==> src/rtl/rtimer_pkg.sv <==
package rtimer_pkg;
  localparam logic [7:0] OFS_SYSCFG = 8'h10;
  localparam logic [7:0] OFS_RSTOK  = 8'h14;
  localparam logic [7:0] OFS_STAT   = 8'h18;
  localparam logic [7:0] OFS_IEN    = 8'h1C;
  localparam logic [7:0] OFS_WEN    = 8'h20;
  localparam logic [7:0] OFS_CTRL   = 8'h24;
  localparam logic [7:0] OFS_CNT    = 8'h28;
  localparam logic [7:0] OFS_LOAD   = 8'h2C;
  localparam logic [7:0] OFS_TRIG   = 8'h30;
  localparam logic [7:0] OFS_PEND   = 8'h34;
  localparam logic [7:0] OFS_CMP    = 8'h38;
  localparam logic [7:0] OFS_CAP0   = 8'h3C;
  localparam logic [7:0] OFS_CAP1   = 8'h44;

  localparam int EV_MATCH = 0;
  localparam int EV_OVF   = 1;
  localparam int EV_CAPT  = 2;
  localparam int EV_W     = 3;

  // Control word; field order gives the bit positions (bit 0 = run).
  typedef struct packed {
    logic       pin_dir;
    logic       capt_second;
    logic       toggle_sel;
    logic [1:0] trig_mode;
    logic [1:0] capt_mode;
    logic       idle_level;
    logic       cmp_en;
    logic       div_en;
    logic [2:0] div_sel;
    logic       auto_rl;
    logic       run;
  } ctrl_t;
endpackage

==> src/rtl/timer_prescale.sv <==
module timer_prescale #(
  parameter int SEL_W = 3
) (
  input  logic             clk,
  input  logic             rst_n,
  input  logic             run_i,
  input  logic             div_en_i,
  input  logic [SEL_W-1:0] div_sel_i,
  output logic             tick_o
);
  localparam int DIV_W = 1 << SEL_W;

  logic [DIV_W-1:0] div_q, div_d, lim;
  logic             at_lim;

  always_comb begin
    lim    = (DIV_W'(2) << div_sel_i) - DIV_W'(1);
    at_lim = (div_q == lim);
    tick_o = run_i & (~div_en_i | at_lim);
    if (!run_i || !div_en_i || at_lim) div_d = '0;
    else                               div_d = div_q + DIV_W'(1);
  end

  always_ff @(posedge clk or negedge rst_n) begin
    if (!rst_n) div_q <= '0;
    else        div_q <= div_d;
  end

  // a divided tick never repeats on the next clock while division stays on
  a_r3_tick_gap: assert property (@(posedge clk) disable iff (!rst_n)
    (tick_o && div_en_i) |=> (!tick_o || !div_en_i));
endmodule

==> src/rtl/timer_counter.sv <==
module timer_counter #(
  parameter int CNT_W = 32
) (
  input  logic             clk,
  input  logic             rst_n,
  input  logic             clr_i,
  input  logic             tick_i,
  input  logic             cmp_en_i,
  input  logic [CNT_W-1:0] load_i,
  input  logic [CNT_W-1:0] cmp_i,
  input  logic             wr_cnt_i,
  input  logic             wr_trig_i,
  input  logic [CNT_W-1:0] wdata_i,
  output logic [CNT_W-1:0] cnt_o,
  output logic             ovf_evt_o,
  output logic             match_evt_o,
  output logic             ovf_o,
  output logic             match_o
);
  localparam logic [CNT_W-1:0] CNT_MAX = '1;

  logic [CNT_W-1:0] cnt_q, cnt_d, step;
  logic             adv, ovf_q, match_q;

  always_comb begin
    adv         = tick_i & ~wr_cnt_i & ~wr_trig_i & ~clr_i;
    step        = (cnt_q == CNT_MAX) ? load_i : cnt_q + CNT_W'(1);
    ovf_evt_o   = adv & (cnt_q == CNT_MAX);
    match_evt_o = adv & cmp_en_i & (step == cmp_i);
    if (clr_i)          cnt_d = '0;
    else if (wr_cnt_i)  cnt_d = wdata_i;
    else if (wr_trig_i) cnt_d = load_i;
    else if (adv)       cnt_d = step;
    else                cnt_d = cnt_q;
  end

  always_ff @(posedge clk or negedge rst_n) begin
    if (!rst_n) begin
      cnt_q   <= '0;
      ovf_q   <= 1'b0;
      match_q <= 1'b0;
    end else begin
      cnt_q   <= cnt_d;
      ovf_q   <= ovf_evt_o;
      match_q <= match_evt_o;
    end
  end

  assign cnt_o   = cnt_q;
  assign ovf_o   = ovf_q;
  assign match_o = match_q;

  // no tick and no write means the count holds
  a_r2_hold: assert property (@(posedge clk) disable iff (!rst_n)
    (!tick_i && !wr_cnt_i && !wr_trig_i && !clr_i) |=> $stable(cnt_q));
  // overflow reloads from the load register
  a_r4_reload: assert property (@(posedge clk) disable iff (!rst_n)
    ovf_evt_o |=> (cnt_q == $past(load_i) && ovf_o));
  // a direct count write lands in the counter
  a_r7_direct_write: assert property (@(posedge clk) disable iff (!rst_n)
    (wr_cnt_i && !clr_i) |=> cnt_q == $past(wdata_i));
endmodule

==> src/rtl/timer_regs.sv <==
module timer_regs
  import rtimer_pkg::*;
#(
  parameter int CNT_W  = 32,
  parameter int ADDR_W = 8
) (
  input  logic              clk,
  input  logic              rst_n,
  input  logic              we_i,
  input  logic [ADDR_W-1:0] addr_i,
  input  logic [31:0]       wdata_i,
  input  logic [CNT_W-1:0]  cnt_i,
  input  logic [EV_W-1:0]   evt_i,
  output ctrl_t             ctrl_o,
  output logic [CNT_W-1:0]  load_o,
  output logic [CNT_W-1:0]  cmp_o,
  output logic              wr_cnt_o,
  output logic              wr_trig_o,
  output logic              clr_o,
  output logic [31:0]       rdata_o,
  output logic              irq_o,
  output logic              wake_o
);
  localparam int CTRL_W = $bits(ctrl_t);

  ctrl_t            ctrl_q, ctrl_d;
  logic [CNT_W-1:0] load_q, load_d, cmp_q, cmp_d;
  logic [EV_W-1:0]  stat_q, stat_d, ien_q, ien_d, wen_q, wen_d, clr_mask;
  logic             irq_q, irq_d, wake_q, wake_d;
  logic             hit;

  function automatic logic sel(input logic [ADDR_W-1:0] a, input logic [7:0] o);
    return a == ADDR_W'(o);
  endfunction

  always_comb begin
    hit       = we_i;
    clr_o     = hit & sel(addr_i, OFS_SYSCFG) & wdata_i[1];
    wr_cnt_o  = hit & sel(addr_i, OFS_CNT);
    wr_trig_o = hit & sel(addr_i, OFS_TRIG);
    clr_mask  = (hit && sel(addr_i, OFS_STAT)) ? wdata_i[EV_W-1:0] : '0;

    ctrl_d = ctrl_q;
    if (evt_i[EV_OVF] && !ctrl_q.auto_rl) ctrl_d.run = 1'b0;
    if (hit && sel(addr_i, OFS_CTRL))     ctrl_d = ctrl_t'(wdata_i[CTRL_W-1:0]);
    load_d = (hit && sel(addr_i, OFS_LOAD)) ? wdata_i[CNT_W-1:0] : load_q;
    cmp_d  = (hit && sel(addr_i, OFS_CMP))  ? wdata_i[CNT_W-1:0] : cmp_q;
    ien_d  = (hit && sel(addr_i, OFS_IEN))  ? wdata_i[EV_W-1:0]  : ien_q;
    wen_d  = (hit && sel(addr_i, OFS_WEN))  ? wdata_i[EV_W-1:0]  : wen_q;
    stat_d = (stat_q & ~clr_mask) | evt_i;

    if (|(evt_i & ien_q))  irq_d = 1'b1;
    else if (stat_d == '0) irq_d = 1'b0;
    else                   irq_d = irq_q;
    wake_d = |(evt_i & wen_q);

    if (clr_o) begin
      ctrl_d = '0; load_d = '0; cmp_d = '0; ien_d = '0;
      wen_d  = '0; stat_d = '0; irq_d = 1'b0; wake_d = 1'b0;
    end
  end

  always_ff @(posedge clk or negedge rst_n) begin
    if (!rst_n) begin
      ctrl_q <= '0; load_q <= '0; cmp_q <= '0; ien_q <= '0;
      wen_q  <= '0; stat_q <= '0; irq_q <= 1'b0; wake_q <= 1'b0;
    end else begin
      ctrl_q <= ctrl_d; load_q <= load_d; cmp_q <= cmp_d; ien_q <= ien_d;
      wen_q  <= wen_d;  stat_q <= stat_d; irq_q <= irq_d; wake_q <= wake_d;
    end
  end

  always_comb begin
    rdata_o = '0;
    if      (sel(addr_i, OFS_RSTOK)) rdata_o = 32'd1;
    else if (sel(addr_i, OFS_STAT))  rdata_o = 32'(stat_q);
    else if (sel(addr_i, OFS_IEN))   rdata_o = 32'(ien_q);
    else if (sel(addr_i, OFS_WEN))   rdata_o = 32'(wen_q);
    else if (sel(addr_i, OFS_CTRL))  rdata_o = 32'(ctrl_q);
    else if (sel(addr_i, OFS_CNT))   rdata_o = 32'(cnt_i);
    else if (sel(addr_i, OFS_LOAD))  rdata_o = 32'(load_q);
    else if (sel(addr_i, OFS_CMP))   rdata_o = 32'(cmp_q);
  end

  assign ctrl_o = ctrl_q;
  assign load_o = load_q;
  assign cmp_o  = cmp_q;
  assign irq_o  = irq_q;
  assign wake_o = wake_q;

  // the interrupt line is never high with an empty status register
  a_r9_irq_needs_status: assert property (@(posedge clk) disable iff (!rst_n)
    irq_q |-> (stat_q != '0));
  // a wake pulse always follows an enabled event
  a_r10_wake_cause: assert property (@(posedge clk) disable iff (!rst_n)
    wake_q |-> $past(|(evt_i & wen_q)));
  // an event always shows in status on the next cycle
  a_r8_event_sticks: assert property (@(posedge clk) disable iff (!rst_n)
    ((evt_i != '0) && !clr_o) |=> ((stat_q & $past(evt_i)) == $past(evt_i)));
  // a one-shot overflow stops the timer
  a_r5_oneshot_stop: assert property (@(posedge clk) disable iff (!rst_n)
    (evt_i[EV_OVF] && !ctrl_q.auto_rl && !(hit && sel(addr_i, OFS_CTRL)))
      |=> !ctrl_q.run);
endmodule

==> src/rtl/reload_timer.sv <==
module reload_timer
  import rtimer_pkg::*;
#(
  parameter int CNT_W  = 32,
  parameter int ADDR_W = 8,
  parameter int SEL_W  = 3
) (
  input  logic              clk,
  input  logic              rst_n,
  input  logic              bus_we,
  input  logic [ADDR_W-1:0] bus_addr,
  input  logic [31:0]       bus_wdata,
  output logic [31:0]       bus_rdata,
  output logic              irq_o,
  output logic              wake_o,
  output logic              ovf_o,
  output logic              match_o
);
  ctrl_t            ctrl;
  logic [CNT_W-1:0] load, cmp, cnt;
  logic             wr_cnt, wr_trig, clr, tick, ovf_evt, match_evt;
  logic [EV_W-1:0]  evt;

  assign evt = {1'b0, ovf_evt, match_evt};

  timer_regs #(.CNT_W(CNT_W), .ADDR_W(ADDR_W)) u_regs (
    .clk(clk), .rst_n(rst_n), .we_i(bus_we), .addr_i(bus_addr),
    .wdata_i(bus_wdata), .cnt_i(cnt), .evt_i(evt), .ctrl_o(ctrl),
    .load_o(load), .cmp_o(cmp), .wr_cnt_o(wr_cnt), .wr_trig_o(wr_trig),
    .clr_o(clr), .rdata_o(bus_rdata), .irq_o(irq_o), .wake_o(wake_o)
  );

  timer_prescale #(.SEL_W(SEL_W)) u_pre (
    .clk(clk), .rst_n(rst_n), .run_i(ctrl.run), .div_en_i(ctrl.div_en),
    .div_sel_i(ctrl.div_sel), .tick_o(tick)
  );

  timer_counter #(.CNT_W(CNT_W)) u_cnt (
    .clk(clk), .rst_n(rst_n), .clr_i(clr), .tick_i(tick),
    .cmp_en_i(ctrl.cmp_en), .load_i(load), .cmp_i(cmp),
    .wr_cnt_i(wr_cnt), .wr_trig_i(wr_trig), .wdata_i(bus_wdata[CNT_W-1:0]),
    .cnt_o(cnt), .ovf_evt_o(ovf_evt), .match_evt_o(match_evt),
    .ovf_o(ovf_o), .match_o(match_o)
  );
endmodule

==> config.mk <==
export PLATFORM = sky130hd
export DESIGN_NAME = reload_timer
export DESIGN_NICKNAME = d
export VERILOG_FILES = /design/src/rtl/rtimer_pkg.sv /design/src/rtl/timer_prescale.sv /design/src/rtl/timer_counter.sv /design/src/rtl/timer_regs.sv /design/src/rtl/reload_timer.sv
export SDC_FILE = /design/constraint.sdc
export NUM_CORES = 1
export LEC_CHECK = 0
export BUFFER_PORTS_ARGS = -buffer_cell sky130_fd_sc_hd__clkbuf_2
export CAP_MARGIN = 20
export CELL_PAD_IN_SITES_DETAIL_PLACEMENT = 1
export CELL_PAD_IN_SITES_GLOBAL_PLACEMENT = 1
export CORE_MARGIN = 2
export CORE_UTILIZATION = 42
export CTS_BUF_LIST = sky130_fd_sc_hd__clkbuf_8
export DETAILED_ROUTE_END_ITERATION = 8
export GPL_TIMING_DRIVEN = 0
export PLACE_DENSITY_LB_ADDON = 0.1
export SYNTH_ARGS = -nofsm -noshare
export SYNTH_HDL_FRONTEND = slang
export SYNTH_HIERARCHICAL = 1
export SYNTH_SLANG_ARGS = --single-unit
==> constraint.sdc <==
create_clock -name clk -period 5.2 [get_ports clk]
set_clock_uncertainty 0.1 [all_clocks]
set_input_delay 0 -clock clk [delete_from_list [all_inputs] [get_ports clk]]
set_output_delay 0 -clock clk [all_outputs]
set_load 0.01 [all_outputs]
==> load_flow_metrics.sql, run 1 <==
INSERT INTO impl_metrics (metric_group, metric, value, unit) VALUES
('run_status', 'outcome', 'complete, no violations', ''),
('pwr', 'p_leak', '4.804', 'nW'),
('cts', 'cts_inserted_buffers', '17', ''),
('setup_path', 'worst_ep_arrival_time', '5.25', 'ns'),
('pwr', 'share_seq_of_total_power', '48.2', '%'),
('setup_path', 'cp_data_required_time', '5.49', 'ns'),
('global_route', 'maximum_number_of_pins_on_one_net_before_global_route_repair', '71', ''),
('cts', 'tritoncts', 'built', ''),
('logic_synthesis', 'yosysTopAreaCellShare', '36.69', '%'),
('logic_synthesis', 'yosys.cell_types.count', '81', ''),
('pwr', 'p_sw_share', '31.70', '%'),
('detailed_routing', 'avgViaCountPerCell', '6.197', ''),
('sta', 'final_min_period', '4.960', 'ns'),
('cts', 'cts_max_path_buffers', '2', ''),
('run', 'cap_viol_max_count', '0', ''),
('die', 'placeableCoreArea', '21020', 'sq um'),
('sta', 'max_freq', '201.6', 'MHz'),
('global_route', 'grt_antenna_before_repair', '0', ''),
('cells_and_area', 'layout.core_utilization', '50.65', '%'),
('setup_path', 'critPathMaxFanout', '10', ''),
('logic_synthesis', 'synth-seq-area-share', '36.69', '%'),
('sta', 'worst-slew-pin-transition', '0.9610', 'ns'),
('pwr', 'internal_power_consumption', '1.617', 'mW'),
('setup_path', 'timing_worst_setup_path_type', 'flop to flop', ''),
('detailed_routing', 'drt_drc_violations_left', '0', ''),
('worst_hold_path', 'worst_hold_path_type', 'input port to flop', ''),
('logic_synthesis', 'synth_top_cells_by_area', 'sky130_fd_sc_hd__dfrtp_1 (37%), sky130_fd_sc_hd__nand2_1 (8.3%), sky130_fd_sc_hd__mux2i_1 (5.0%)', ''),
('die', 'die_height', '150.4', 'um'),
('logic_synthesis', 'synth_async_sr_flop_share', '100.0', '%'),
('logic_synthesis', 'syn-mean-instance-area', '8.407', 'sq um'),
('die', 'io_pins', '79', ''),
('pwr', 'power_frac_clock', '36.7', '%'),
('logic_synthesis', 'yosys_register_bits', '132', ''),
('cts', 'clock_insertion_delay_worst_skew', '0.48', 'ns'),
('detailed_routing', 'detail_route.wirelength', '37080', 'um'),
('placed_design', 'hpwl', '26850', 'um'),
('logic_synthesis', 'synth_cells', '1071', ''),
('detailed_routing', 'detailedRoute.firstIterationViolations', '753', ''),
('setup_path', 'reg2reg_depth', '18', ''),
('global_route', 'grt_pass1_wl', '56530', 'um'),
('cts', 'htree_num_levels', '4', ''),
('cells_and_area', 'num-nets-final', '1263', ''),
('sta', 'setup-violations-final', '0', ''),
('pwr', 'net-switching-power', '750.8', 'uW'),
('global_route', 'globalRouteTotalUtil', '33.63', '%'),
('detailed_routing', 'dr.pass1.iters', '6', ''),
('logic_synthesis', 'ys.warnings.count', '6', ''),
('sta', 'period_share', '95.38', '%'),
('logic_synthesis', 'synth-edff-count', '0', ''),
('cells_and_area', 'antenna-diode-count', '0', ''),
('global_route', 'grt_overflow_total', '0', ''),
('pwr', 'power_share_of_the_combinational_group', '15.1', '%'),
('setup_path', 'setup.worst_path.end_class', 'flop', ''),
('placed_design', 'place.port_buffers', '77', ''),
('logic_synthesis', 'netlist.top_cell.by_area', 'sky130_fd_sc_hd__dfrtp_1', ''),
('sta', 'grt_setup_unrepaired', 'false', ''),
('die', 'initial_core_util', '42.83', '%'),
('pwr', 'total_power', '2.368', 'mW'),
('detailed_routing', 'ant_nets', '0', ''),
('pwr', 'power_density', '222.4', 'nW/um^2'),
('detailed_routing', 'routedWlPerCell', '24.64', 'um'),
('cts', 'clkSlewWorstSetupHoldPaths', '0.09', 'ns'),
('pwr', 'peakVddDrop', '0.0001328', 'V'),
('die', 'core.rowCount', '53', ''),
('detailed_routing', 'via_count', '9326', ''),
('die', 'fp.dieArea', '22620', 'sq um'),
('cells_and_area', 'area_growth', '18.25', '%'),
('die', 'die-width', '150.4', 'um'),
('cells_and_area', 'layout_cells_sized_above_1', '16.26', '%'),
('sta', 'report.final.hold_viol_count', '0', ''),
('sta', 'relSlewSlack', '35.93', '%'),
('placed_design', 'gpl.final_weighted_congestion', '0.9882', ''),
('cts', 'library_cell_used_as_clock_root_buffer', 'sky130_fd_sc_hd__clkbuf_8', ''),
('setup_path', 'timing.reg2reg.setup_slack', '0.24', 'ns'),
('global_route', 'grt_pass1_vias', '9404', ''),
('cts', 'clock_sink_count', '132', ''),
('logic_synthesis', 'netlist_area', '9004', 'sq um'),
('setup_path', 'start_kind', 'flop', ''),
('logic_synthesis', 'synth-main-ff-cell', 'sky130_fd_sc_hd__dfrtp_1', ''),
('sta', 'max_slew_violation_count', '0', ''),
('worst_hold_path', 'number_of_cells_traversed_by_the_worst_hold_path', '5', '');
==> repair_timing <==
item,CTS,global route
resized for setup,1,3
hold endpoints to repair,251,0
endpoints found under the setup margin,4,3
pin swaps,1,2
hold buffers,44,0
buffers inserted,2,1
cloned,0,0
==> per-layer routing <==
| metal | wire length (um) | vias to the layer above | GRT usage, % |
|---|---|---|---|
| li1 | - | 4170 | - |
| met1 | 16400 | 4725 | 46.30 |
| met2 | 16720 | 368 | 51.91 |
| met4 | 1062 | 0 | 10.85 |
| met5 | 0 | - | 0 |
| met3 | 2903 | 63 | 8.333 |
==> logic make-up (layout without fill, tap and decap cells) <==
| family | count (synthesis) | after routing | share of synthesized area [%] |
|---|---|---|---|
| adder cells (fa/ha/maj) | 3 | 3 | 0.4169 |
| XOR/XNOR | 58 | 58 | 5.795 |
| buffers and inverters | 115 | 272 | 6.031 |
| other | 1 | 3 | 0.04165 |
| AND/OR/NAND/NOR | 426 | 426 | 23.46 |
| AO/OA/AOI/OAI | 290 | 290 | 22.44 |
| flip-flops | 132 | 132 | 36.69 |
| multiplexers | 46 | 46 | 5.128 |
==> power groups by stage <==
stage | Clock [mW] | Combinational, mW | Sequential [mW]
after global routing | 0.927 | 0.391 | 1.15
after global placement | 0 | 0.314 | 1.16
final | 0.868 | 0.359 | 1.14
after CTS | 0.888 | 0.355 | 1.14
after detailed placement | 0 | 0.324 | 1.16
after floorplan | 0 | 0.200 | 1.13
==> synth_stat cells (6+ instances only) <==
cell type	n
sky130_fd_sc_hd__nand2_1	198
sky130_fd_sc_hd__dfrtp_1	132
sky130_fd_sc_hd__a21oi_1	77
sky130_fd_sc_hd__nor2_1	69
sky130_fd_sc_hd__o21ai_0	51
sky130_fd_sc_hd__mux2i_1	45
sky130_fd_sc_hd__clkbuf_1	37
sky130_fd_sc_hd__inv_1	36
sky130_fd_sc_hd__nand3_1	30
sky130_fd_sc_hd__xnor2_1	29
sky130_fd_sc_hd__nand4_1	28
sky130_fd_sc_hd__xor2_1	28
sky130_fd_sc_hd__buf_2	27
sky130_fd_sc_hd__a21oi_2	22
sky130_fd_sc_hd__a22oi_1	21
sky130_fd_sc_hd__a222oi_1	19
sky130_fd_sc_hd__a211oi_1	17
sky130_fd_sc_hd__and3_1	17
sky130_fd_sc_hd__nor3_1	12
sky130_fd_sc_hd__a22o_1	9
sky130_fd_sc_hd__a311oi_1	9
sky130_fd_sc_hd__and2_1	8
sky130_fd_sc_hd__and4_1	8
sky130_fd_sc_hd__nor4_1	7
sky130_fd_sc_hd__o21ai_1	7
sky130_fd_sc_hd__or3_1	7
sky130_fd_sc_hd__a221o_1	6
sky130_fd_sc_hd__buf_4	6
sky130_fd_sc_hd__buf_6	6
sky130_fd_sc_hd__nor2b_1	6
==> layout make-up <==
class / instances / area, sq um
multi-input cells: 826 / 5181
flip-flops and latches: 132 / 3303
plain buffers: 77 / 401.6
fillers: 2555 / 10380
well taps: 275 / 344.1
inverters: 37 / 138.9
clock inverters: 14 / 127.6
clock buffers: 18 / 247.7
repair buffers: 126 / 902.1
==> through the flow <==
stage | setup TNS [ns] | std cells | worst slack (ns) | hold slack [ns] | area, sq um
2_1_floorplan | 0 | 1073 | 0.8360 | -0.3956 | 9011
3_3_place_gp | -2.154 | 1425 | -0.3674 | 0.1547 | 9741
3_5_place_dp | -0.7799 | 1427 | -0.4453 | -0.06711 | 9791
4_1_cts | 0 | 1505 | 0.04763 | 0.06783 | 10640
5_1_grt | 0 | 1505 | 0.01409 | 0.09487 | 10650
6_report | 0 | 1505 | 0.2405 | 0.08934 | 10650
==> cells in the final DEF (no fill, tap or decap), types with 21 or more instances in the layout <==
master / instances
sky130_fd_sc_hd__dlygate4sd3_1: 43
sky130_fd_sc_hd__nand2_1: 198
sky130_fd_sc_hd__o21ai_0: 51
sky130_fd_sc_hd__buf_2: 27
sky130_fd_sc_hd__dfrtp_1: 132
sky130_fd_sc_hd__inv_1: 37
sky130_fd_sc_hd__nand4_1: 28
sky130_fd_sc_hd__clkbuf_1: 35
sky130_fd_sc_hd__clkbuf_2: 77
sky130_fd_sc_hd__a21oi_2: 22
sky130_fd_sc_hd__xnor2_1: 29
sky130_fd_sc_hd__nand3_1: 30
sky130_fd_sc_hd__xor2_1: 28
sky130_fd_sc_hd__mux2i_1: 45
sky130_fd_sc_hd__nor2_1: 69
sky130_fd_sc_hd__a22oi_1: 21
sky130_fd_sc_hd__a21oi_1: 77
==> worst paths after layout <==
check,start,end
worst max-delay path,u_regs/ctrl_o[4]$_DFFE_PN0P_,u_regs/irq_o$_DFFE_PN0P_
worst min-delay path,bus_we,u_cnt/cnt_o[0]$_DFFE_PN0P_
worst max register to register,u_regs/ctrl_o[4]$_DFFE_PN0P_,u_regs/irq_o$_DFFE_PN0P_
worst min register to register,u_pre/div_q[0]$_DFF_PN0_,u_pre/div_q[0]$_DFF_PN0_
max in group asynchronous,rst_n,u_regs/load_o[18]$_DFFE_PN0P_
min in group asynchronous,rst_n,u_regs/cmp_o[28]$_DFFE_PN0P_
==> registers in the layout, indices dropped and copies added, names as in the netlist <==
signal and cells:
u_cnt/cnt_o 32, u_regs/cmp_o 32, u_regs/load_o 32, u_regs/ctrl_o 15, u_pre/div_q 8, u_regs/ien_q 3, u_regs/stat_q 3, u_regs/wen_q 3
u_cnt/match_o 1, u_cnt/ovf_o 1, u_regs/irq_o 1, u_regs/wake_o 1
==> critical path: stages, from the launching register on <==
cell,delay [ns]
sky130_fd_sc_hd__dfrtp_1,0.43
sky130_fd_sc_hd__clkbuf_2,0.20
sky130_fd_sc_hd__or3_2,0.50
sky130_fd_sc_hd__ha_1,0.30
sky130_fd_sc_hd__nor3b_1,0.22
sky130_fd_sc_hd__or4_1,0.51
sky130_fd_sc_hd__nand3_1,0.11
sky130_fd_sc_hd__o2111a_2,0.26
sky130_fd_sc_hd__nand3_1,0.11
sky130_fd_sc_hd__a311oi_1,0.28
sky130_fd_sc_hd__o221ai_1,0.19
sky130_fd_sc_hd__a211o_1,0.29
sky130_fd_sc_hd__nor4_1,0.29
sky130_fd_sc_hd__nand4_1,0.23
sky130_fd_sc_hd__nor4b_4,0.25
sky130_fd_sc_hd__buf_4,0.18
sky130_fd_sc_hd__a222oi_1,0.09
sky130_fd_sc_hd__a21o_1,0.20
sky130_fd_sc_hd__a31oi_1,0.12
Power figures use the tool's default switching activity.
==> inputs of run 2 (changes only) <==
- RECOVER_POWER: not set -> 50
==> run 2 against run 1 <==
- the run now ends with capacitance limit, slew limit left
- first-iteration DRC count increased by 0.93%
- sequential power hardly changed
- via count fell by 0.54%
- die area unchanged
- clock-buffer cell count unchanged
- clock power about the same
- worst setup slack improved by 0.010 ns
- sequential share of layout area up 0.22 points
- critical path depth did not move
- core utilization down 0.36 points
- wire length down 0.19%
- maximum frequency increased by 0.21%
==> load_flow_metrics.sql, run 2 (synthesis results as in run 1) <==
INSERT INTO impl_metrics (metric_group, metric, value, unit) VALUES
('sta', 'worst-slew-pin-transition', '2.411', 'ns'),
('pwr', 'power_density', '223.4', 'nW/um^2'),
('setup_path', 'critPathMaxFanout', '10', ''),
('pwr', 'p_leak', '4.742', 'nW'),
('pwr', 'share_seq_of_total_power', '48.3', '%'),
('pwr', 'power_share_of_the_combinational_group', '14.9', '%'),
('cells_and_area', 'layout.core_utilization', '50.29', '%'),
('cells_and_area', 'postLayoutCellArea', '10570', 'sq um'),
('detailed_routing', 'avgViaCountPerCell', '6.163', ''),
('cts', 'library_cell_used_as_clock_root_buffer', 'sky130_fd_sc_hd__clkbuf_8', ''),
('pwr', 'power_frac_clock', '36.8', '%'),
('sta', 'timing.final.ws_setup', '0.2509', 'ns'),
('cells_and_area', 'finish.cell_count_without_fillers', '1505', ''),
('cts', 'clock_insertion_delay_worst_skew', '0.48', 'ns'),
('cells_and_area', 'final_common_cell', 'sky130_fd_sc_hd__nand2_1', ''),
('global_route', 'grt_pass1_wl', '56530', 'um'),
('detailed_routing', 'via_count', '9276', ''),
('sta', 'period_share', '95.17', '%'),
('die', 'io_pins', '79', ''),
('sta', 'final_min_period', '4.949', 'ns'),
('cells_and_area', 'antenna-diode-count', '0', ''),
('global_route', 'maximum_number_of_pins_on_one_net_before_global_route_repair', '71', ''),
('detailed_routing', 'drt_drc_violations_left', '0', ''),
('die', 'placeableCoreArea', '21020', 'sq um'),
('cts', 'cts_max_path_buffers', '2', ''),
('cells_and_area', 'register_area', '3303', 'sq um'),
('run_status', 'violations', 'capacitance limit, slew limit', ''),
('global_route', 'globalRouteTotalUtil', '33.63', '%'),
('pwr', 'net-switching-power', '749.5', 'uW'),
('cells_and_area', 'nFillCells', '2567', ''),
('sta', 'hold_ws', '0.08829', 'ns'),
('setup_path', 'worst_ep_arrival_time', '5.24', 'ns'),
('cells_and_area', 'most_used_cells_in_the_layout_excluding_fill_and_tap_cells', 'sky130_fd_sc_hd__nand2_1 (198), sky130_fd_sc_hd__dfrtp_1 (132), sky130_fd_sc_hd__a21oi_1 (77)', ''),
('setup_path', 'timing_worst_setup_path_type', 'flop to flop', ''),
('cells_and_area', 'area_growth', '17.41', '%'),
('placed_design', 'dpl_cell_area', '9791', 'sq um'),
('cells_and_area', 'num-nets-final', '1263', ''),
('sta', 'report.final.hold_viol_count', '0', ''),
('placed_design', 'place.port_buffers', '77', ''),
('die', 'fp.dieArea', '22620', 'sq um'),
('sta', 'setup-violations-final', '0', ''),
('cts', 'tritoncts', 'built', ''),
('cts', 'clkSlewWorstSetupHoldPaths', '0.09', 'ns'),
('detailed_routing', 'detail_route.wirelength', '37020', 'um'),
('pwr', 'internal_power_consumption', '1.612', 'mW'),
('detailed_routing', 'routedWlPerCell', '24.59', 'um'),
('die', 'die-width', '150.4', 'um'),
('sta', 'max_slew_violation_count', '123', ''),
('placed_design', 'gpl.final_weighted_congestion', '0.9882', ''),
('pwr', 'p_sw_share', '31.73', '%'),
('setup_path', 'start_kind', 'flop', ''),
('run_status', 'outcome', 'finished with violations', ''),
('pwr', 'peakVddDrop', '0.0001321', 'V'),
('sta', 'grt_setup_unrepaired', 'false', ''),
('sta', 'relSlewSlack', '-60.73', '%'),
('sta', 'max_freq', '202.1', 'MHz'),
('run', 'cap_viol_max_count', '3', ''),
('placed_design', 'hpwl', '26850', 'um'),
('die', 'core.rowCount', '53', ''),
('worst_hold_path', 'worst_hold_path_type', 'input port to flop', ''),
('detailed_routing', 'detailedRoute.firstIterationViolations', '760', ''),
('die', 'die_height', '150.4', 'um'),
('die', 'initial_core_util', '42.83', '%'),
('sta', 'fin_tns_setup', '0', 'ns'),
('cells_and_area', 'multi_input_comb_area', '5166', 'sq um'),
('detailed_routing', 'dr.pass1.iters', '8', ''),
('global_route', 'grt_overflow_total', '0', ''),
('global_route', 'grt_pass1_vias', '9404', ''),
('cells_and_area', 'layout_cells_sized_above_1', '15.28', '%'),
('cts', 'cts_inserted_buffers', '17', ''),
('cts', 'clock_sink_count', '132', ''),
('setup_path', 'cp_data_required_time', '5.49', 'ns'),
('cts', 'htree_num_levels', '4', ''),
('global_route', 'grt_antenna_before_repair', '0', ''),
('placed_design', 'place_worst_setup_slack', '-0.4453', 'ns'),
('placed_design', 'dpl.cell_count', '1427', ''),
('pwr', 'total_power', '2.362', 'mW'),
('setup_path', 'setup.worst_path.end_class', 'flop', ''),
('detailed_routing', 'ant_nets', '0', '');
[run 2: metal layers]
metal	track usage [%]	up-vias	routed length (um)
li1	-	4172	-
met1	46.30	4699	16450
met2	51.91	348	16700
met3	8.333	57	2872
met4	10.85	0	999
met5	0	-	0
[run 2: worst paths after layout]
kind / start / endpoint / slack [ns] / depth (start not counted)
max: u_regs/ctrl_o[4]$_DFFE_PN0P_ / u_regs/irq_o$_DFFE_PN0P_ / 0.25 / 18
min: bus_we / u_cnt/cnt_o[0]$_DFFE_PN0P_ / 0.09 / 5
max reg2reg: u_regs/ctrl_o[4]$_DFFE_PN0P_ / u_regs/irq_o$_DFFE_PN0P_ / 0.25 / 18
min reg2reg: u_pre/div_q[0]$_DFF_PN0_ / u_pre/div_q[0]$_DFF_PN0_ / 0.40 / 1
max in group asynchronous: rst_n / u_regs/load_o[18]$_DFFE_PN0P_ / 0.90 / 4
min in group asynchronous: rst_n / u_regs/cmp_o[28]$_DFFE_PN0P_ / 1.25 / 3
[run 2: cell type report]
class                           count  area share (%)
Buffer                             77           3.764
Clock buffer                       18           2.343
Clock inverter                     14           1.207
Inverter                           37           1.314
Multi-Input combinational cell    826           48.87
Sequential cell                   132           31.25
Tap cell                          275           3.255
Timing Repair Buffer              126           8.001
[run 2: critical path, cell delays in order (launching register included)]
cell	delay, ns
sky130_fd_sc_hd__dfrtp_1	0.43
sky130_fd_sc_hd__clkbuf_2	0.20
sky130_fd_sc_hd__or3_2	0.50
sky130_fd_sc_hd__ha_1	0.29
sky130_fd_sc_hd__nor3b_1	0.21
sky130_fd_sc_hd__or4_1	0.51
sky130_fd_sc_hd__nand3_1	0.11
sky130_fd_sc_hd__o2111a_2	0.26
sky130_fd_sc_hd__nand3_1	0.11
sky130_fd_sc_hd__a311oi_1	0.28
sky130_fd_sc_hd__o221ai_1	0.19
sky130_fd_sc_hd__a211o_1	0.29
sky130_fd_sc_hd__nor4_1	0.29
sky130_fd_sc_hd__nand4_1	0.23
sky130_fd_sc_hd__nor4b_4	0.25
sky130_fd_sc_hd__buf_4	0.19
sky130_fd_sc_hd__a222oi_1	0.09
sky130_fd_sc_hd__a21o_1	0.20
sky130_fd_sc_hd__a31oi_1	0.13
[run 2: repair_timing]
item / 4_1_cts / 5_1_grt
buffers inserted: 2 / 1
pin swaps: 1 / 2
setup endpoints to repair: 4 / 3
cloned: 0 / 0
hold buffers: 44 / 0
resized for setup: 1 / 3
endpoints found under the hold margin: 251 / 0
[run 2: power groups by stage]
stage	registers (mW)	clock network, mW	logic [mW]
after floorplan	1.13	0	0.200
after global placement	1.16	0	0.314
after detailed placement	1.16	0	0.324
after CTS	1.14	0.888	0.355
after global routing	1.15	0.927	0.385
final	1.14	0.868	0.352
==> inputs of run 3 (changes only) <==
- SLEW_MARGIN: not set -> 20
- SYNTH_HIERARCHICAL: 1 -> not set
==> run 3 against run 2 <==
- the run still ends with capacitance limit, slew limit left
- maximum frequency rose by 6.3%
- combinational power down 8.5%
- register-to-register slack gained 0.29 ns
- critical path depth is 6 lower
- synthesized cell count fell by 0.37%
- hold slack got worse by 0.049 ns
- critical endpoint is now u_regs.irq_o$_DFFE_PN0P_
- largest cell class unchanged
==> load_flow_metrics.sql, run 3 <==
INSERT INTO impl_metrics (metric_group, metric, value, unit) VALUES
('run_status', 'outcome', 'finished with violations', ''),
('run_status', 'violations', 'capacitance limit, slew limit', ''),
('detailed_routing', 'drt_drc_violations_left', '0', ''),
('worst_hold_path', 'number_of_cells_traversed_by_the_worst_hold_path', '5', ''),
('logic_synthesis', 'synth_cells', '1067', ''),
('sta', 'timing.final.ws_setup', '0.5424', 'ns'),
('die', 'io_pins', '79', ''),
('logic_synthesis', 'netlist.top_cell.by_area', 'sky130_fd_sc_hd__dfrtp_1', ''),
('global_route', 'grt_pass1_wl', '53900', 'um'),
('pwr', 'power_frac_clock', '40.8', '%'),
('logic_synthesis', 'yosys_register_bits', '132', ''),
('pwr', 'net-switching-power', '731.4', 'uW'),
('detailed_routing', 'avgViaCountPerCell', '6.035', ''),
('sta', 'worst-slew-pin-transition', '2.475', 'ns'),
('die', 'core.rowCount', '52', ''),
('detailed_routing', 'routedWlPerCell', '23.20', 'um'),
('pwr', 'p_sw_share', '29.64', '%'),
('cts', 'clock_insertion_delay_worst_skew', '0.49', 'ns'),
('cells_and_area', 'nFillCells', '2572', ''),
('pwr', 'power_share_of_the_combinational_group', '13.1', '%'),
('logic_synthesis', 'ys_top_cells_by_count', 'sky130_fd_sc_hd__nand2_1 (255), sky130_fd_sc_hd__dfrtp_1 (132), sky130_fd_sc_hd__a21oi_1 (117)', ''),
('sta', 'relSlewSlack', '-64.99', '%'),
('global_route', 'grt_overflow_total', '0', ''),
('setup_path', 'setup.worst_path.end_class', 'flop', ''),
('cts', 'tritoncts', 'built', ''),
('detailed_routing', 'dr.pass1.iters', '6', ''),
('cts', 'clock_sink_count', '132', ''),
('placed_design', 'hpwl', '24340', 'um'),
('setup_path', 'critPathMaxFanout', '10', ''),
('die', 'die_height', '147.1', 'um'),
('die', 'fp.dieArea', '21640', 'sq um'),
('setup_path', 'worst_ep_arrival_time', '4.98', 'ns'),
('logic_synthesis', 'netlist_area', '8603', 'sq um'),
('logic_synthesis', 'synth_top_cells_by_area', 'sky130_fd_sc_hd__dfrtp_1 (38%), sky130_fd_sc_hd__nand2_1 (11%), sky130_fd_sc_hd__a21oi_1 (6.8%)', ''),
('cells_and_area', 'final_common_cell', 'sky130_fd_sc_hd__nand2_1', ''),
('cells_and_area', 'layout_cells_sized_above_1', '11.61', '%'),
('detailed_routing', 'detail_route.wirelength', '34420', 'um'),
('die', 'die-width', '147.1', 'um'),
('cells_and_area', 'area_growth', '17.82', '%'),
('run', 'cap_viol_max_count', '2', ''),
('logic_synthesis', 'synth-main-ff-cell', 'sky130_fd_sc_hd__dfrtp_1', ''),
('pwr', 'power_density', '243.4', 'nW/um^2'),
('worst_hold_path', 'worst_hold_path_type', 'input port to flop', ''),
('setup_path', 'reg2reg_depth', '12', ''),
('logic_synthesis', 'yosys.cell_types.count', '79', ''),
('cts', 'cts_max_path_buffers', '2', ''),
('setup_path', 'start_kind', 'flop', ''),
('pwr', 'internal_power_consumption', '1.736', 'mW'),
('cells_and_area', 'postLayoutCellArea', '10140', 'sq um'),
('sta', 'max_slew_violation_count', '118', ''),
('sta', 'report.final.hold_viol_count', '0', ''),
('logic_synthesis', 'most_frequent_cell_after_synthesis', 'sky130_fd_sc_hd__nand2_1', ''),
('logic_synthesis', 'synth-edff-count', '0', ''),
('detailed_routing', 'detailedRoute.firstIterationViolations', '708', ''),
('global_route', 'grt_pass1_vias', '9027', ''),
('sta', 'max_freq', '214.7', 'MHz'),
('pwr', 'p_leak', '4.420', 'nW'),
('placed_design', 'gpl.final_weighted_congestion', '0.9608', ''),
('cells_and_area', 'most_used_cells_in_the_layout_excluding_fill_and_tap_cells', 'sky130_fd_sc_hd__nand2_1 (255), sky130_fd_sc_hd__dfrtp_1 (132), sky130_fd_sc_hd__a21oi_1 (117)', ''),
('cts', 'clkSlewWorstSetupHoldPaths', '0.10', 'ns'),
('sta', 'grt_setup_unrepaired', 'false', ''),
('logic_synthesis', 'ys.warnings.count', '0', ''),
('logic_synthesis', 'synth_async_sr_flop_share', '100.0', '%'),
('placed_design', 'place.port_buffers', '76', ''),
('placed_design', 'place_worst_setup_slack', '0.6053', 'ns'),
('pwr', 'total_power', '2.467', 'mW'),
('cts', 'htree_num_levels', '4', ''),
('pwr', 'share_seq_of_total_power', '46.2', '%'),
('sta', 'final_min_period', '4.658', 'ns'),
('cells_and_area', 'num-nets-final', '1247', ''),
('sta', 'period_share', '89.57', '%'),
('setup_path', 'timing_worst_setup_path_type', 'flop to flop', ''),
('global_route', 'grt_antenna_before_repair', '0', ''),
('detailed_routing', 'ant_nets', '0', ''),
('global_route', 'maximum_number_of_pins_on_one_net_before_global_route_repair', '76', ''),
('setup_path', 'cp_data_required_time', '5.52', 'ns'),
('pwr', 'peakVddDrop', '0.0001660', 'V'),
('logic_synthesis', 'mappedNetlistNets', '1112', ''),
('cells_and_area', 'antenna-diode-count', '0', ''),
('global_route', 'globalRouteTotalUtil', '32.75', '%'),
('detailed_routing', 'via_count', '8956', ''),
('sta', 'hold_ws', '0.03954', 'ns'),
('die', 'initial_core_util', '42.66', '%'),
('die', 'placeableCoreArea', '20170', 'sq um'),
('cts', 'cts_resizes', '0', ''),
('logic_synthesis', 'syn-mean-instance-area', '8.063', 'sq um'),
('logic_synthesis', 'synth-seq-area-share', '38.39', '%'),
('sta', 'setup-violations-final', '0', ''),
('cts', 'cts_inserted_buffers', '17', ''),
('logic_synthesis', 'yosysTopAreaCellShare', '38.39', '%'),
('sta', 'fin_tns_setup', '0', 'ns'),
('placed_design', 'dpl_cell_area', '9358', 'sq um'),
('cts', 'library_cell_used_as_clock_root_buffer', 'sky130_fd_sc_hd__clkbuf_8', '');
==> run 3: changes by cell type after synthesis, moves of 9 or more <==
cell / previous run / this run
sky130_fd_sc_hd__a22oi_1: 21 / 8
sky130_fd_sc_hd__mux2i_1: 45 / 17
sky130_fd_sc_hd__buf_2: 27 / 4
sky130_fd_sc_hd__nand2_1: 198 / 255
sky130_fd_sc_hd__a311oi_1: 9 / 0
sky130_fd_sc_hd__a222oi_1: 19 / 30
sky130_fd_sc_hd__a21oi_2: 22 / 0
sky130_fd_sc_hd__a21oi_1: 77 / 117
sky130_fd_sc_hd__nand4_1: 28 / 12
sky130_fd_sc_hd__clkbuf_1: 37 / 67
==> run 3: path summary, 6_finish.rpt <==
kind,start,endpoint,slack [ns]
min in group asynchronous,rst_n,u_regs.ctrl_o[6]$_DFFE_PN0P_,1.27
min,bus_we,u_regs.load_o[31]$_DFFE_PN0P_,0.04
max,u_cnt.cnt_o[0]$_DFFE_PN0P_,u_regs.irq_o$_DFFE_PN0P_,0.54
max reg2reg,u_cnt.cnt_o[0]$_DFFE_PN0P_,u_regs.irq_o$_DFFE_PN0P_,0.54
max in group asynchronous,rst_n,u_regs.cmp_o[23]$_DFFE_PN0P_,0.73
min reg2reg,u_regs.ctrl_o[12]$_DFFE_PN0P_,u_regs.ctrl_o[12]$_DFFE_PN0P_,0.43
==> run 3: power groups by stage <==
stage               Sequential [mW]  Combinational (mW)  Clock, mW
floorplan                      1.13               0.181          0
finish                         1.14               0.322       1.01
CTS                            1.14               0.324       1.02
global placement               1.15               0.285          0
global route                   1.15               0.354       1.06
detailed placement             1.16               0.297          0
==> run 3: layer usage <==
metal | GRT usage [%] | vias up | share of wire, %
li1 | - | 4046 | -
met1 | 45.73 | 4494 | 45
met2 | 50.93 | 345 | 46
met3 | 6.087 | 71 | 6.2
met4 | 11.97 | 0 | 3.2
met5 | 0 | - | 0
==> run 3: area by class of cell <==
| cell class | count | area (sq um) | area share [%] |
|---|---|---|---|
| plain buffers | 85 | 379.1 | 3.740 |
| clock buffers | 18 | 247.7 | 2.444 |
| clock inverters | 13 | 185.2 | 1.827 |
| inverters | 32 | 120.1 | 1.185 |
| multi-input cells | 818 | 4796 | 47.32 |
| flip-flops and latches | 132 | 3303 | 32.59 |
| well taps | 270 | 337.8 | 3.333 |
| repair buffers | 116 | 767.0 | 7.567 |
==> run 3: timing repair <==
action | CTS | global route
endpoints found under the hold margin | 252 | 0
hold buffers | 39 | 0
setup buffers | 0 | 0
endpoints found under the setup margin | 0 | 0
==> run 3: worst max-delay path, stage by stage (launching register included) <==
cell and delay [ns]:
sky130_fd_sc_hd__dfrtp_1 0.53, sky130_fd_sc_hd__ha_1 0.27, sky130_fd_sc_hd__and3_1 0.40, sky130_fd_sc_hd__nand4_4 0.26
sky130_fd_sc_hd__nor3_4 0.53, sky130_fd_sc_hd__buf_6 0.25, sky130_fd_sc_hd__mux2i_1 0.23, sky130_fd_sc_hd__xnor2_1 0.10
sky130_fd_sc_hd__a2111oi_0 0.72, sky130_fd_sc_hd__nand4_1 0.30, sky130_fd_sc_hd__nor4_4 0.60, sky130_fd_sc_hd__o21ai_1 0.14
sky130_fd_sc_hd__a21oi_1 0.14
==> run 3: kinds of logic after synthesis <==
family	count (synthesis)	synth area share (%)
AO/OA/AOI/OAI	273	20.40
adder cells (fa/ha/maj)	3	0.4072
XOR/XNOR	63	6.734
flip-flops	132	38.39
multiplexers	22	2.632
buffers and inverters	117	5.861
AND/OR/NAND/NOR	457	25.57
==> run 3: through the flow <==
stage / util [%] / instances
floorplan: - / 1067
global placement: 46.22 / 1413
detailed placement: 46.40 / 1414
CTS: 50.48 / 1484
global route: 50.25 / 1484
finish: 50.25 / 1484
